--- src/rtl/hsw_pkg.sv ---
package hsw_pkg;

   // Operating mode captured when a request is accepted
   typedef struct packed {
      logic to_mem;   // transfer direction toward memory
      logic swap;     // byte exchange and halfword alignment active
   } hsw_mode_t;

endpackage

--- src/rtl/hsw_req_align.sv ---
// Forms the effective address, aligned byte count and beat count of a request.
module hsw_req_align #(
   parameter int AW  = 32,
   parameter int LW  = 12,
   parameter int BPB = 2
) (
   input  logic [AW-1:0] addr_in,
   input  logic [AW-1:0] base_in,
   input  logic [LW-1:0] len_in,
   input  logic          bypass_in,
   output logic [AW-1:0] addr_out,
   output logic [LW-1:0] len_out,
   output logic [LW-1:0] beats_out
);
   localparam int SH = $clog2(BPB);

   logic [AW-1:0] merged;
   logic [LW:0]   rounded;

   always_comb begin
      merged   = addr_in | base_in;
      addr_out = merged;
      len_out  = len_in;
      if (!bypass_in) begin
         addr_out[0] = 1'b0;
         len_out[0]  = 1'b0;
      end
      rounded   = {1'b0, len_out} + (LW+1)'(BPB - 1);
      beats_out = LW'(rounded >> SH);
   end
endmodule

--- src/rtl/hsw_burst_gen.sv ---
// Issues memory commands for one request, optionally capped in size.
module hsw_burst_gen #(
   parameter int AW        = 32,
   parameter int LW        = 12,
   parameter int MAX_BURST = 64
) (
   input  logic          clk,
   input  logic          rst_n,
   input  logic          load,
   input  logic [AW-1:0] load_addr,
   input  logic [LW-1:0] load_len,
   input  logic          load_cap,
   output logic          cmd_valid,
   input  logic          cmd_ready,
   output logic [AW-1:0] cmd_addr,
   output logic [LW-1:0] cmd_bytes,
   output logic          cmds_finish
);
   localparam logic [LW-1:0] CAP = LW'(MAX_BURST);

   logic [AW-1:0] cur_addr_q;
   logic [LW-1:0] rem_q;
   logic          cap_q;
   logic [LW-1:0] size;
   logic [LW-1:0] rem_after;
   logic          fire;

   always_comb begin
      size      = (cap_q && rem_q > CAP) ? CAP : rem_q;
      fire      = cmd_valid && cmd_ready;
      rem_after = fire ? rem_q - size : rem_q;
   end

   assign cmd_valid   = (rem_q != '0);
   assign cmd_addr    = cur_addr_q;
   assign cmd_bytes   = size;
   assign cmds_finish = (rem_after == '0);

   always_ff @(posedge clk or negedge rst_n) begin
      if (!rst_n) begin
         cur_addr_q <= '0;
         rem_q      <= '0;
         cap_q      <= 1'b0;
      end else if (load) begin
         cur_addr_q <= load_addr;
         rem_q      <= load_len;
         cap_q      <= load_cap;
      end else if (fire) begin
         cur_addr_q <= cur_addr_q + AW'(size);
         rem_q      <= rem_after;
      end
   end
endmodule

--- src/rtl/hsw_swap_lane.sv ---
// Exchanges the two bytes of each halfword of a beat when enabled.
module hsw_swap_lane #(
   parameter int DW = 16
) (
   input  logic          swap_en,
   input  logic [DW-1:0] din,
   output logic [DW-1:0] dout
);
   localparam int NH = DW / 16;

   logic [DW-1:0] swapped;

   for (genvar h = 0; h < NH; h++) begin : g_half
      assign swapped[h*16 +: 8]     = din[h*16 + 8 +: 8];
      assign swapped[h*16 + 8 +: 8] = din[h*16 +: 8];
   end

   assign dout = swap_en ? swapped : din;
endmodule

--- src/rtl/hsw_dma_path.sv ---
// Halfword-swapping DMA data path: request alignment, burst split, swap lane.
module hsw_dma_path
   import hsw_pkg::*;
#(
   parameter int AW        = 32,
   parameter int LW        = 12,
   parameter int DW        = 16,
   parameter int MAX_BURST = 64
) (
   input  logic          clk,
   input  logic          rst_n,
   input  logic [AW-1:0] base_addr,
   input  logic          req_valid,
   output logic          req_ready,
   input  logic [AW-1:0] req_addr,
   input  logic [LW-1:0] req_len,
   input  logic          req_write,
   input  logic          req_bypass,
   input  logic          src_valid,
   output logic          src_ready,
   input  logic [DW-1:0] src_data,
   output logic          dst_valid,
   input  logic          dst_ready,
   output logic [DW-1:0] dst_data,
   output logic          cmd_valid,
   input  logic          cmd_ready,
   output logic [AW-1:0] cmd_addr,
   output logic [LW-1:0] cmd_bytes,
   output logic          cmd_write,
   output logic          done
);
   localparam int BPB = DW / 8;

   if (DW < 16 || (DW % 16) != 0) begin : g_bad_dw
      $error("hsw_dma_path: DW must be a multiple of 16");
   end
   if (MAX_BURST < BPB || (MAX_BURST % BPB) != 0) begin : g_bad_burst
      $error("hsw_dma_path: MAX_BURST must be a multiple of the beat size");
   end
   if (MAX_BURST >= (1 << LW)) begin : g_bad_lw
      $error("hsw_dma_path: MAX_BURST must fit the length field");
   end

   logic          busy_q;
   logic          done_q;
   hsw_mode_t     mode_q;
   logic [LW-1:0] beats_q;

   logic [AW-1:0] al_addr;
   logic [LW-1:0] al_len;
   logic [LW-1:0] al_beats;
   logic          accept;
   logic          zero_len;
   logic          beat_fire;
   logic [LW-1:0] beats_after;
   logic          cmds_finish;
   logic          beats_left;

   hsw_req_align #(.AW(AW), .LW(LW), .BPB(BPB)) u_align (
      .addr_in   (req_addr),
      .base_in   (base_addr),
      .len_in    (req_len),
      .bypass_in (req_bypass),
      .addr_out  (al_addr),
      .len_out   (al_len),
      .beats_out (al_beats)
   );

   assign req_ready = !busy_q;
   assign accept    = req_valid && req_ready;
   assign zero_len  = (al_len == '0);

   hsw_burst_gen #(.AW(AW), .LW(LW), .MAX_BURST(MAX_BURST)) u_burst (
      .clk         (clk),
      .rst_n       (rst_n),
      .load        (accept && !zero_len),
      .load_addr   (al_addr),
      .load_len    (al_len),
      .load_cap    (req_write && !req_bypass),
      .cmd_valid   (cmd_valid),
      .cmd_ready   (cmd_ready),
      .cmd_addr    (cmd_addr),
      .cmd_bytes   (cmd_bytes),
      .cmds_finish (cmds_finish)
   );

   hsw_swap_lane #(.DW(DW)) u_lane (
      .swap_en (mode_q.swap),
      .din     (src_data),
      .dout    (dst_data)
   );

   assign beats_left  = busy_q && (beats_q != '0);
   assign dst_valid   = beats_left && src_valid;
   assign src_ready   = beats_left && dst_ready;
   assign beat_fire   = dst_valid && dst_ready;
   assign beats_after = beats_q - LW'(beat_fire);
   assign cmd_write   = mode_q.to_mem;
   assign done        = done_q;

   always_ff @(posedge clk or negedge rst_n) begin
      if (!rst_n) begin
         busy_q  <= 1'b0;
         done_q  <= 1'b0;
         mode_q  <= '0;
         beats_q <= '0;
      end else begin
         done_q <= 1'b0;
         if (accept) begin
            busy_q      <= !zero_len;
            done_q      <= zero_len;
            mode_q.to_mem <= req_write;
            mode_q.swap   <= !req_bypass;
            beats_q     <= al_beats;
         end else if (busy_q) begin
            beats_q <= beats_after;
            if (cmds_finish && beats_after == '0) begin
               busy_q <= 1'b0;
               done_q <= 1'b1;
            end
         end
      end
   end
endmodule

--- config.mk ---
export PLATFORM = sky130hd
export DESIGN_NAME = hsw_dma_path
export DESIGN_NICKNAME = d
export VERILOG_FILES = /design/src/rtl/hsw_pkg.sv /design/src/rtl/hsw_req_align.sv /design/src/rtl/hsw_burst_gen.sv /design/src/rtl/hsw_swap_lane.sv /design/src/rtl/hsw_dma_path.sv
export SDC_FILE = /design/constraint.sdc
export NUM_CORES = 1
export LEC_CHECK = 0
export CAP_MARGIN = 20
export CORE_ASPECT_RATIO = 1.1
export CORE_UTILIZATION = 40
export DETAILED_ROUTE_END_ITERATION = 8
export DONT_BUFFER_PORTS = 1
export GPL_ROUTABILITY_DRIVEN = 0
export HOLD_SLACK_MARGIN = 0.15
export PLACE_DENSITY = 0.57
export SKIP_CTS_REPAIR_TIMING = 1
export SLEW_MARGIN = 20
export SYNTH_ARGS = -nofsm -noshare
export SYNTH_HDL_FRONTEND = slang
export SYNTH_HIERARCHICAL = 1
export SYNTH_SLANG_ARGS = --single-unit
--- constraint.sdc ---
create_clock -name clk -period 3.9 [get_ports clk]
set_input_delay 0.78 -clock clk [delete_from_list [all_inputs] [get_ports clk]]
set_output_delay 0.78 -clock clk [all_outputs]
set_load 0.05 [all_outputs]
# [After elaboration in Yosys (flattened, before gate mapping)]
# Cells that the tools add are included.
[word_totals] elab_cells=51 output_inout_bits=66 inputBits=100 regBits=61
[classes] n_mux=17 n_lt_le_gt_ge=1 n_reduce_logical=20 n_bitwise=1 addsub=4
[ops] op="$mux W12" count=6
[ops] op="$mux W32" count=2
[ops] op="$logic_not A12 Y1" count=3
[ops] op="$add A32 B12 Y32" count=1
[ops] op="$or A32 B32 Y32" count=1
[ops] op="$reduce_bool A12 Y1" count=2
[ops] op="$mux W16" count=1
[ops] op="$add A12 B1 Y13 const B" count=1
[ops] op="$gt A12 B7 Y1 const B" count=1
[ops] op="$sub A12 B1 Y12" count=1
[ops] op="$sub A12 B12 Y12" count=1
[ops] op="$logic_and A1 B1 Y1" count=10
[ops] op="$mux W1" count=8
[ops] op="$reduce_bool A2 Y1" count=2
[ops] op="$logic_not A1 Y1" count=3

# [Longest topological paths before layout]
[logic_depth] ltp_word=10 depth_mapped=17 depth_no_buf=15

# [Hierarchy]
# Netlist, hierarchy kept.
[by_module_without_submodules] module="hsw_burst_gen" seq_area_each_um2=1126.1 instances=1 area_each_um2=3393.3 cells_per_inst=413
[by_module_without_submodules] module="hsw_dma_path" seq_area_each_um2=400.4 instances=1 area_each_um2=1126.1 cells_per_inst=129
[by_module_without_submodules] module="hsw_req_align" seq_area_each_um2=0.0 instances=1 area_each_um2=508.0 cells_per_inst=75
[by_module_without_submodules] module="hsw_swap_lane" seq_area_each_um2=0.0 instances=1 area_each_um2=249.0 cells_per_inst=18

# [Worst setup path after synthesis]
# No wires, ideal clock.
[synth_path] path_type="register -> register" startpoint="reg u_burst.rem_q[9]" endpoint="reg u_burst.cur_addr_q[24], in the netlist u_burst/cmd_addr[24]" path_slack_ns=-0.143 t_arrival_ns=3.962 n_path_buf=4 stages_incl_launch_ff=15 t_required_ns=3.818 setup_time_ns=0.082 period_less_slack_ns=4.043 path_cell_list="dfrtp_1 > or4_4 > buf_6 > o21ai_2 > buf_2 > and3_1 > ha_1 > a21o_1 > a221oi_1 > o221ai_1 > a31oi_1 > clkbuf_1 > buf_2 > o21ai_0 > a31oi_1"
[synth_via] elab_chain_cells=6 elab_cells_between_ends=9 cone_classes="1 x add/sub; 1 x order compare; 3 x mux; 4 x reduce/logical"
[synth_rtl] element="start, declared" line_no="hsw_burst_gen.sv:22" text="logic [LW-1:0] rem_q;"
[synth_rtl] element="start signal, assigned" line_no="hsw_burst_gen.sv:46" text="rem_q <= load_len;"
[synth_rtl] element="start signal, assigned" line_no="hsw_burst_gen.sv:50" text="rem_q <= rem_after;"
[synth_rtl] element="$gt A12 B7 Y1" line_no="hsw_burst_gen.sv:29" text="size = (cap_q && rem_q > CAP) ? CAP : rem_q;"
[synth_rtl] element="$logic_and A1 B1 Y1" line_no="hsw_burst_gen.sv:29"
[synth_rtl] element="$mux W12" line_no="hsw_burst_gen.sv:29"
[synth_rtl] element="via cmd_bytes[4]" line_no="hsw_dma_path.sv:28" text="output logic [LW-1:0] cmd_bytes,"
[synth_rtl] element="$add A32 B12 Y32" line_no="hsw_burst_gen.sv:49" text="cur_addr_q <= cur_addr_q + AW'(size);"
[synth_rtl] element="$mux W32" line_no="hsw_burst_gen.sv:48" text="end else if (fire) begin"
[synth_rtl] element="$mux W32" line_no="hsw_burst_gen.sv:44" text="end else if (load) begin"
[synth_rtl] element="end signal, assigned" line_no="hsw_burst_gen.sv:45" text="cur_addr_q <= load_addr;"
[synth_rtl] element="end signal, assigned" line_no="hsw_burst_gen.sv:49"
[synth_rtl] element="end, declared" line_no="hsw_burst_gen.sv:21" text="logic [AW-1:0] cur_addr_q;"
# The timed path passes the listed nets, and every way through them passes these cells. The select of a mux whose other input is x is not followed.
# A chain may end at the register's enable or synchronous reset.

# [Final worst setup path]
[layout_path] startpoint="reg u_burst.rem_q[9]" endpoint="reg u_burst.cur_addr_q[26], in the netlist u_burst/cmd_addr[26]"
[layout_via] elab_chain_cells=6 elab_cells_between_ends=9 cone_classes="1 x add/sub; 1 x order compare; 3 x mux; 4 x reduce/logical"
[layout_rtl] element="$gt A12 B7 Y1" line_no="hsw_burst_gen.sv:29"
[layout_rtl] element="$logic_and A1 B1 Y1" line_no="hsw_burst_gen.sv:29"
[layout_rtl] element="$mux W12" line_no="hsw_burst_gen.sv:29"
[layout_rtl] element="$add A32 B12 Y32" line_no="hsw_burst_gen.sv:49"
[layout_rtl] element="$mux W32" line_no="hsw_burst_gen.sv:48"
[layout_rtl] element="$mux W32" line_no="hsw_burst_gen.sv:44"
# Several ways; a longest one is shown, not always the timed one. The select of a mux whose other input is x is not followed.

==> impl_metrics.py <==
metrics = {
    "floorplanning": {
        "io_pins": 166,
        "die_w_um": 112,
        "initial_core_util_pct": 41.4,
        "dieArea_mm2": 0.0137,
        "fp.dieH_um": 122,
        "core_mm2": 0.0128,
        "num_rows": 43,
    },
    "placement": {
        "post-dp-hpwl_um": 10600,
        "portBuffers": 0,
    },
    "synthesis": {
        "synth-async-reset-ratio_pct": 100,
        "synth_top_area_cell": "dfrtp_1",
        "synth.distinct_cells": 80,
        "synth_top_area_share_pct": 28.9,
        "ys_ff_latch": 61,
        "synth_ff_type": "dfrtp_1",
        "ys_warn_count": 6,
        "synth_edf_count": 0,
        "ys_seq_area_share_pct": 28.9,
        "syn_area_mm2": 0.00528,
        "avgSynthCellArea_um2": 8.31,
        "synth_area_leaders": "dfrtp_1 29%, ha_1 4.0%, o21ai_0 4.0%",
        "synthCells": 635,
        "syn_nets": 753,
    },
    "flow_run": {
        "drv_cap": 0,
    },
    "global_route": {
        "grt_max_degree": 62,
        "grt_pass1_vias": 4610,
        "globalRoute.totalOverflow": 0,
        "grt_pass1_wl_um": 23400,
        "antenna_found_initial": 0,
        "grt.total_usage_pct": 21.5,
    },
    "detailed_routing": {
        "wl_per_cell_um": 18.4,
        "vias": 4829,
        "initialDrtViolationCount": 354,
        "drc": 10,
        "routed_via_density": 6.10,
        "firstDrtPassIters": 9,
        "wirelength_um": 14500,
        "final_antenna_net_count": 0,
    },
    "worst_setup_path": {
        "critPathRequiredTime_ps": 4160,
        "cp-end-kind": "flop",
        "cp.arrival_ps": 3960,
        "worst-setup-path-type": "flop to flop",
        "cp-start-kind": "flop",
        "cp_max_fo": 20,
    },
    "clock_network": {
        "cts.clk_slew.worst_paths_ps": 60,
        "cts_inserted_buffers": 9,
        "cts_tree": "built",
        "clk_path_buf_depth": 2,
        "clock-root-buffer": "clkbuf_16",
        "clk_latency_ps": 340,
        "htree_levels": 3,
        "numClockSinks": 61,
    },
    "timing": {
        "fin_crit_sh_pct": 94.9,
        "fin_crit_ps": 3700,
        "max_freq_mhz": 270,
        "tns_ps": 0,
        "setup_viol": 0,
        "whs_ps": 301,
        "finalHoldViolCount": 0,
        "rsz0062_at_grt": "false",
        "skew_ps": 7.20,
        "tightest_slew_ps": 767,
        "max_slew_margin_pct": 48.9,
        "final_max_slew_viol_count": 0,
    },
    "status": {
        "violations": "design-rule violations",
        "status": "finished with violations",
    },
    "final_layout": {
        "drive_gt1_share_pct": 19.6,
        "final_cell_mix": "61 x dfrtp_1, 52 x nand2_1, 47 x nor2_1",
        "antennaDiodeCount": 0,
        "syn2layout_area_growth_pct": 9.49,
        "final_common_cell": "dfrtp_1",
        "fillCellCount": 1247,
        "fin_nets": 747,
    },
    "power": {
        "p_leak_nw": 2.40,
        "ir_drop_mv": 0.256,
        "power_density_mw_per_mm2": 837,
    },
    "hold_path": {
        "hold_class": "primary input to async pin",
    },
}
==> through the flow <==
stage | instance area, um^2 | total power [mW] | utilization (%) | instances | setup WS (ps)
3_3_place_gp | 5420 | 3.91 | 42.5 | 774 | 130
6_report | 5780 | 4.83 | 45.3 | 791 | 200
2_1_floorplan | 5280 | 3.50 | - | 635 | 28.3
3_5_place_dp | 5420 | 3.96 | 42.5 | 774 | 71.1
5_1_grt | 5780 | 5.16 | 45.3 | 791 | 38.9
4_1_cts | 5740 | 4.81 | 45.0 | 790 | 65.0
==> power by group <==
part	switching, mW	internal (mW)
combinational	1.36	0.891
clock	0.288	0.543
sequential	0.887	0.868
total	2.53	2.30
==> worst paths after layout <==
path | start | endpoint | slack [ps] | cells after the start
min in group clk | req_bypass | mode_q[0]$_DFFE_PN0P_ | 560 | 1
worst max register to register | u_burst/rem_q[9]$_DFFE_PN0P_ | u_burst/cmd_addr[26]$_DFFE_PN0P_ | 200 | 12
worst max-delay path | u_burst/rem_q[9]$_DFFE_PN0P_ | u_burst/cmd_addr[26]$_DFFE_PN0P_ | 200 | 12
max in group asynchronous | rst_n | u_burst/cmd_addr[1]$_DFFE_PN0P_ | 3300 | 1
worst min-delay path | rst_n | u_burst/cmd_addr[31]$_DFFE_PN0P_ | 300 | 1
worst min register to register | u_burst/rem_q[11]$_DFFE_PN0P_ | u_burst/rem_q[11]$_DFFE_PN0P_ | 630 | 2
==> synth_stat cells, types with 12 or more instances <==
| library cell | instances |
|---|---|
| a21oi_1 | 30 |
| a31oi_1 | 17 |
| and3_1 | 19 |
| buf_4 | 12 |
| clkbuf_1 | 22 |
| dfrtp_1 | 61 |
| ha_1 | 17 |
| inv_1 | 15 |
| nand2_1 | 52 |
| nand3_1 | 23 |
| nor2_1 | 48 |
| nor3_1 | 16 |
| o21ai_0 | 42 |
| o31ai_1 | 12 |
| or2_2 | 32 |
| or4_1 | 12 |
==> registers in the layout (all words and copies together), names as in the netlist <==
name / count
beats_q: 12
u_burst/cap_q: 1
mode_q: 1
busy_q: 1
u_burst/rem_q: 12
cmd_write: 1
u_burst/cmd_addr: 32
done: 1
==> area by class of cell <==
| type | instances | area, um^2 | area share (%) |
|---|---|---|---|
| clock buffer | 12 | 267 | 4.61 |
| inverter | 17 | 63.8 | 1.10 |
| sequential | 61 | 1530 | 26.4 |
| clock inverter | 4 | 45.0 | 0.780 |
| tap | 157 | 196 | 3.40 |
| multi-input combinational | 511 | 3440 | 59.6 |
| timing repair buffer | 29 | 238 | 4.12 |
==> metal layers <==
layer / up-vias / wire length [um] / GRT usage (%) / share of wire [%]
met1: 2352 / 6220 / 26.8 / 43
met5: - / 0 / 0 / 0
met4: 0 / 178 / 6.17 / 1.2
li1: 2314 / - / - / -
met3: 11 / 859 / 5.88 / 5.9
met2: 152 / 7280 / 36.7 / 50
==> logic make-up after synthesis <==
family                   count (synthesis)  share of synthesized area [%]
AND/OR/NAND/NOR                        270                           28.3
AO/OA/AOI/OAI                          172                           21.8
buffers and inverters                   63                           6.50
flip-flops                              61                           28.9
multiplexers                            27                           6.26
XOR/XNOR                                22                           3.65
adder cells (fa/ha/maj)                 18                           4.41
other                                    2                          0.142
==> critical path: stages (launching register included) <==
cell and delay (ps):
dfrtp_1 430, or4_4 610, o21ai_4 300, and3_1 230, ha_1 190, fa_1 230, a21o_1 170, a221oi_2 90
o221ai_1 320, a31oi_1 130, buf_4 210, or4_1 510, a31oi_1 180
Note: power is estimated with default switching activity, not from simulation.
